--- config.mk ---
export PLATFORM = sky130hd
export DESIGN_NAME = masked_xlat_cam
export DESIGN_NICKNAME = d
export VERILOG_FILES = /design/src/rtl/masked_xlat_cam.sv
export SDC_FILE = /design/constraint.sdc
export NUM_CORES = 1
export LEC_CHECK = 0
export ABC_AREA = 1
export ABC_CLOCK_PERIOD_IN_PS = 1900
export BUFFER_PORTS_ARGS = -buffer_cell sky130_fd_sc_hd__buf_2
export CORE_UTILIZATION = 25
export DETAILED_ROUTE_END_ITERATION = 8
export SYNTH_ARGS = -nofsm -noshare
export SYNTH_HDL_FRONTEND = slang
export SYNTH_SLANG_ARGS = --single-unit
--- constraint.sdc ---
create_clock -name clk -period 1.9 [get_ports clk]
set_clock_uncertainty 0.15 [all_clocks]
set_input_delay 0.285 -clock clk [delete_from_list [all_inputs] [get_ports clk]]
set_output_delay 0.285 -clock clk [all_outputs]
set_load 0.005 [all_outputs]
--- src/rtl/masked_xlat_cam.sv ---
module masked_xlat_cam #(
  parameter int ENTRIES = 4,
  parameter int PAGE_W  = 12,
  parameter int FRAME_W = 10,
  parameter int OFFS_W  = 8,
  localparam int IDX_W  = (ENTRIES > 1) ? $clog2(ENTRIES) : 1,
  localparam int PA_W   = FRAME_W + OFFS_W
) (
  input  logic               clk,
  input  logic               rst_n,
  input  logic               mask_we,
  input  logic [PAGE_W-1:0]  mask_wdata,
  input  logic               lookup_valid,
  input  logic [PAGE_W-1:0]  lookup_page,
  input  logic [OFFS_W-1:0]  lookup_offset,
  input  logic               lookup_store,
  input  logic               fill_valid,
  input  logic [PAGE_W-1:0]  fill_page,
  input  logic [FRAME_W-1:0] fill_frame,
  input  logic               fill_present,
  input  logic               fill_dirty,
  output logic               res_valid,
  output logic               res_hit,
  output logic               res_walk,
  output logic [IDX_W-1:0]   res_index,
  output logic [FRAME_W-1:0] res_frame,
  output logic [PA_W-1:0]    res_paddr,
  output logic               res_present,
  output logic               res_dirty
);

  logic [PAGE_W-1:0]  mask_q;
  logic [PAGE_W-1:0]  tag_q   [ENTRIES];
  logic [FRAME_W-1:0] frame_q [ENTRIES];
  logic [ENTRIES-1:0] valid_q, pres_q, dirty_q;
  logic [ENTRIES-1:0] match_now, match_q;
  logic [IDX_W-1:0]   vict_q;
  logic [OFFS_W-1:0]  off_q;
  logic               rvalid_q;

  genvar g;
  generate
    for (g = 0; g < ENTRIES; g++) begin : g_cmp
      assign match_now[g] = valid_q[g] &&
                            ((lookup_page & mask_q) == (tag_q[g] & mask_q));
    end
  endgenerate

  logic [IDX_W-1:0] hit_idx_now, win_idx, free_idx, fill_idx;
  logic             hit_now, any_free;

  always_comb begin
    hit_idx_now = '0;
    win_idx     = '0;
    free_idx    = '0;
    for (int i = ENTRIES - 1; i >= 0; i--) begin
      if (match_now[i]) hit_idx_now = IDX_W'(i);
      if (match_q[i])   win_idx     = IDX_W'(i);
      if (!valid_q[i])  free_idx    = IDX_W'(i);
    end
  end

  assign hit_now  = |match_now;
  assign any_free = ~&valid_q;
  assign fill_idx = any_free ? free_idx : vict_q;

  always_ff @(posedge clk) begin
    if (!rst_n) begin
      mask_q   <= '1;
      valid_q  <= '0;
      pres_q   <= '0;
      dirty_q  <= '0;
      vict_q   <= '0;
      match_q  <= '0;
      off_q    <= '0;
      rvalid_q <= 1'b0;
      for (int i = 0; i < ENTRIES; i++) begin
        tag_q[i]   <= '0;
        frame_q[i] <= '0;
      end
    end else begin
      if (mask_we) mask_q <= mask_wdata;
      rvalid_q <= lookup_valid;
      match_q  <= lookup_valid ? match_now : '0;
      if (lookup_valid) off_q <= lookup_offset;
      if (lookup_valid && lookup_store && hit_now)
        dirty_q[hit_idx_now] <= 1'b1;
      if (fill_valid) begin
        tag_q[fill_idx]   <= fill_page;
        frame_q[fill_idx] <= fill_frame;
        valid_q[fill_idx] <= 1'b1;
        pres_q[fill_idx]  <= fill_present;
        dirty_q[fill_idx] <= fill_dirty;
        if (!any_free)
          vict_q <= (vict_q == IDX_W'(ENTRIES - 1)) ? '0 : vict_q + 1'b1;
      end
    end
  end

  assign res_valid   = rvalid_q;
  assign res_hit     = rvalid_q && |match_q;
  assign res_walk    = rvalid_q && !(|match_q);
  assign res_index   = res_hit ? win_idx : '0;
  assign res_frame   = res_hit ? frame_q[win_idx] : '0;
  assign res_paddr   = res_hit ? {frame_q[win_idx], off_q} : '0;
  assign res_present = res_hit && pres_q[win_idx];
  assign res_dirty   = res_hit && dirty_q[win_idx];

  assert_result_follows_lookup_R2: assert property (@(posedge clk) disable iff (!rst_n)
    lookup_valid |=> res_valid);
  assert_no_spurious_result_R2: assert property (@(posedge clk) disable iff (!rst_n)
    !lookup_valid |=> !res_valid);
  assert_store_hit_dirty_R9: assert property (@(posedge clk) disable iff (!rst_n)
    (lookup_valid && lookup_store && hit_now && !fill_valid) |=> (res_hit && res_dirty));
  assert_fill_takes_free_R7: assert property (@(posedge clk) disable iff (!rst_n)
    (fill_valid && any_free) |=> ($countones(valid_q) == $past($countones(valid_q)) + 1));
  assert_victim_advances_R8: assert property (@(posedge clk) disable iff (!rst_n)
    (fill_valid && !any_free) |=> (vict_q != $past(vict_q)));
  assert_miss_walks_R5: assert property (@(posedge clk) disable iff (!rst_n)
    (lookup_valid && !hit_now) |=> (res_walk && !res_hit));

endmodule

==> reports/metrics.csv <==
metric,value,unit
vias after detailed routing,5306,
most frequent cells in the layout,"162 x nor2_1, 96 x inv_1, 96 x buf_2",
Site Rows,57,
# IOs,97,
vias in the first global route,5183,
top area cells in the synthesized netlist,"edfxtp_1 42%, dfxtp_1 12%, nor2_1 11%",
pwr/cell area,846,mW/mm^2
WP depth,9,
gr usage total,0.140,
fin util,0.338,
worst endpoint required time,1.46,ns
mapped cell area,0.00626,sq mm
area delta synth->final,32.1,%
fmax,446,MHz
TritonRoute pass-1 iters,6,
max-slew violations,0,
Die X,160,microns
GPL Wtd Cong,0.809,
Synth cell types,31,
largest net degree at the start of global routing,30,
Fillers,2522,
worst skew pair latency,0.42,ns
hold crit path type,in2reg,
CTS tree,yes,
Worst VDD drop,0.600,mV
Tmin final,2.24,ns
Mapped Nets,825,
Yosys warnings,0,
fin worst setup slack,-0.342,ns
Num CTS Buffers,17,
period utilisation layout,1.18,
drt drc,0,
crit path DAT,1.81,ns
Max Cap Viol,0,
final hold slack,0.0181,ns
Setup crit end kind,primary output,
die area,0.0257,sq mm
CTS max path bufs,2,
worst hold path depth,3,
post-route ant nets,0,
first-pass GRT wire length,27000,microns
sequential-to-total area share from yosys stat,0.547,
initial DRC count,358,
GRT overflow,0,
layout cells sized above 1,0.267,
startpoint types,flop,
crit path cell chain,"inv_4, o21ai_4, nand2_4, clkinvlp_4, buf_6, nand2_2, o211ai_1, a21oi_1, buf_2",
failing checks,negative setup slack,
initial antenna violation count,3,
peak fanout along the critical path,5,
post-synth top area share,0.422,
reg2reg path depth,8,
Routed WL,17300,microns
Initial Util,0.256,
Crit Path Category,reg2out,
Tightest Pin Transition,0.395,ns
"Slowest-stage cell, CP",dfxtp_4,
crit path buf inv count,4,
status,"complete, but fails checks",
Port Buffers,96,
cell accounting for the most synthesized area,edfxtp_1,
Leakage,3.61,nW
dpl hpwl,12300,microns
CP max stage delay,0.36,ns
Synth Register Bits,127,
final setup violation count,32,
"commonest non-fill, non-tap cell in the layout",nor2_1,
Chip Height,160,microns
Core ar.,0.0245,sq mm
Worst-path clk slew,0.06,ns
Post-Syn Instances,762,
"CP delay by family, top",buffers and inverters,
Syn Area/Cell,8.21,sq um
Slew HR,0.736,
number of vias per cell,4.31,
htree depth,4,
Routed wire per std cell,14.1,microns
Nets,955,
Final Hold Fails,0,
clk sinks,127,
root buf cell,clkbuf_16,
RSZ-0062 raised after global routing,true,
[layer usage]
layer / track usage / part of all wire
met4: 0.0649 / 0.023
met2: 0.233 / 0.48
met5: 0 / 0.0013
met3: 0.0299 / 0.040
met1: 0.171 / 0.46
[state kept, by name, summed over array words and instances, names as in the netlist]
name,count
frame_q,40
dirty_q,4
pres_q,4
valid_q,4
off_q,8
res_valid,1
mask_q,12
tag_q,48
match_q,4
vict_q,2
[synthesized netlist by cell type]
master	instances
nor3_2	2
edfxtp_1	88
buf_4	13
inv_1	99
nand2_1	102
buf_6	2
a21oi_2	2
dfxtp_1	39
nand4_2	1
buf_2	11
o22ai_1	2
or2_0	2
o211ai_1	2
o21ai_0	46
nor2_1	181
clkbuf_1	14
ha_1	1
nand3_2	2
o211a_1	1
nor2_2	6
or2_1	2
nor2_4	2
nand3_1	72
o21ai_1	9
a21oi_1	28
nand4_1	5
nand2_2	6
nand2_4	1
nor3_1	1
inv_2	12
nand3b_1	8
[worst reg2reg max path, stage by stage (launching register included)]
cell,delay (ns)
dfxtp_1,0.39
nand2_1,0.10
nor2_1,0.12
nand2_1,0.08
nand2_2,0.09
nor3_2,0.05
nor2_1,0.22
clkinvlp_4,0.15
buf_4,0.21
[kinds of logic after synthesis]
logic type,synth area share
fa+ha+maj,0.00200
flops,0.547
buf+inv,0.103
compound gates,0.0752
simple gates,0.273
[layout make-up]
class | instances | area, sq um | share of cell area
clock buffer | 19 | 433 | 0.0524
tap | 324 | 405 | 0.0490
antenna | 1 | 2.50 | 0.000303
timing repair buffer | 150 | 1100 | 0.133
inverter | 111 | 430 | 0.0521
timing repair inverter | 1 | 7.51 | 0.000908
clock inverter | 13 | 125 | 0.0151
multi-input combinational | 484 | 2330 | 0.282
sequential | 127 | 3430 | 0.415
[where the power goes]
part	internal [W]	switching (W)	leakage (nW)
combinational	0.000267	0.000405	2.10
sequential	0.00311	0.0000917	1.24
clock	0.00182	0.00130	0.270
[final timing paths]
check	startpoint	end	slack (ns)
setup / recovery	match_q[1]	res_present	-0.34
hold / removal	lookup_store	dirty_q[0]	0.02
setup reg to reg	valid_q[3]	frame_q[2][1]	0.10
hold reg to reg	off_q[7]	off_q[7]	0.30
[repair_timing]
| item | in CTS | in global routing |
|---|---|---|
| pin swaps | 15 | 15 |
| resized for setup | 51 | 30 |
| cloned | 2 | 0 |
| buffers inserted | 2 | 0 |
| hold buffers | 16 | 0 |
| hold endpoints to repair | 16 | 0 |
| setup endpoints to repair | 32 | 45 |
[stage by stage]
stage	area, sq um	cells	setup TNS (ns)	total power (W)	setup slack, ns
after floorplan	6270	762	0	0.00360	0.000124
after global placement	7310	1177	0	0.00388	0.0212
after detailed placement	7310	1177	0	0.00389	0.00782
after CTS	8180	1229	-8.32	0.00706	-0.361
after global routing	8260	1229	-10.41	0.00727	-0.451
final	8270	1230	-7.11	0.00699	-0.342
Note: power is estimated with default switching activity, not from simulation.
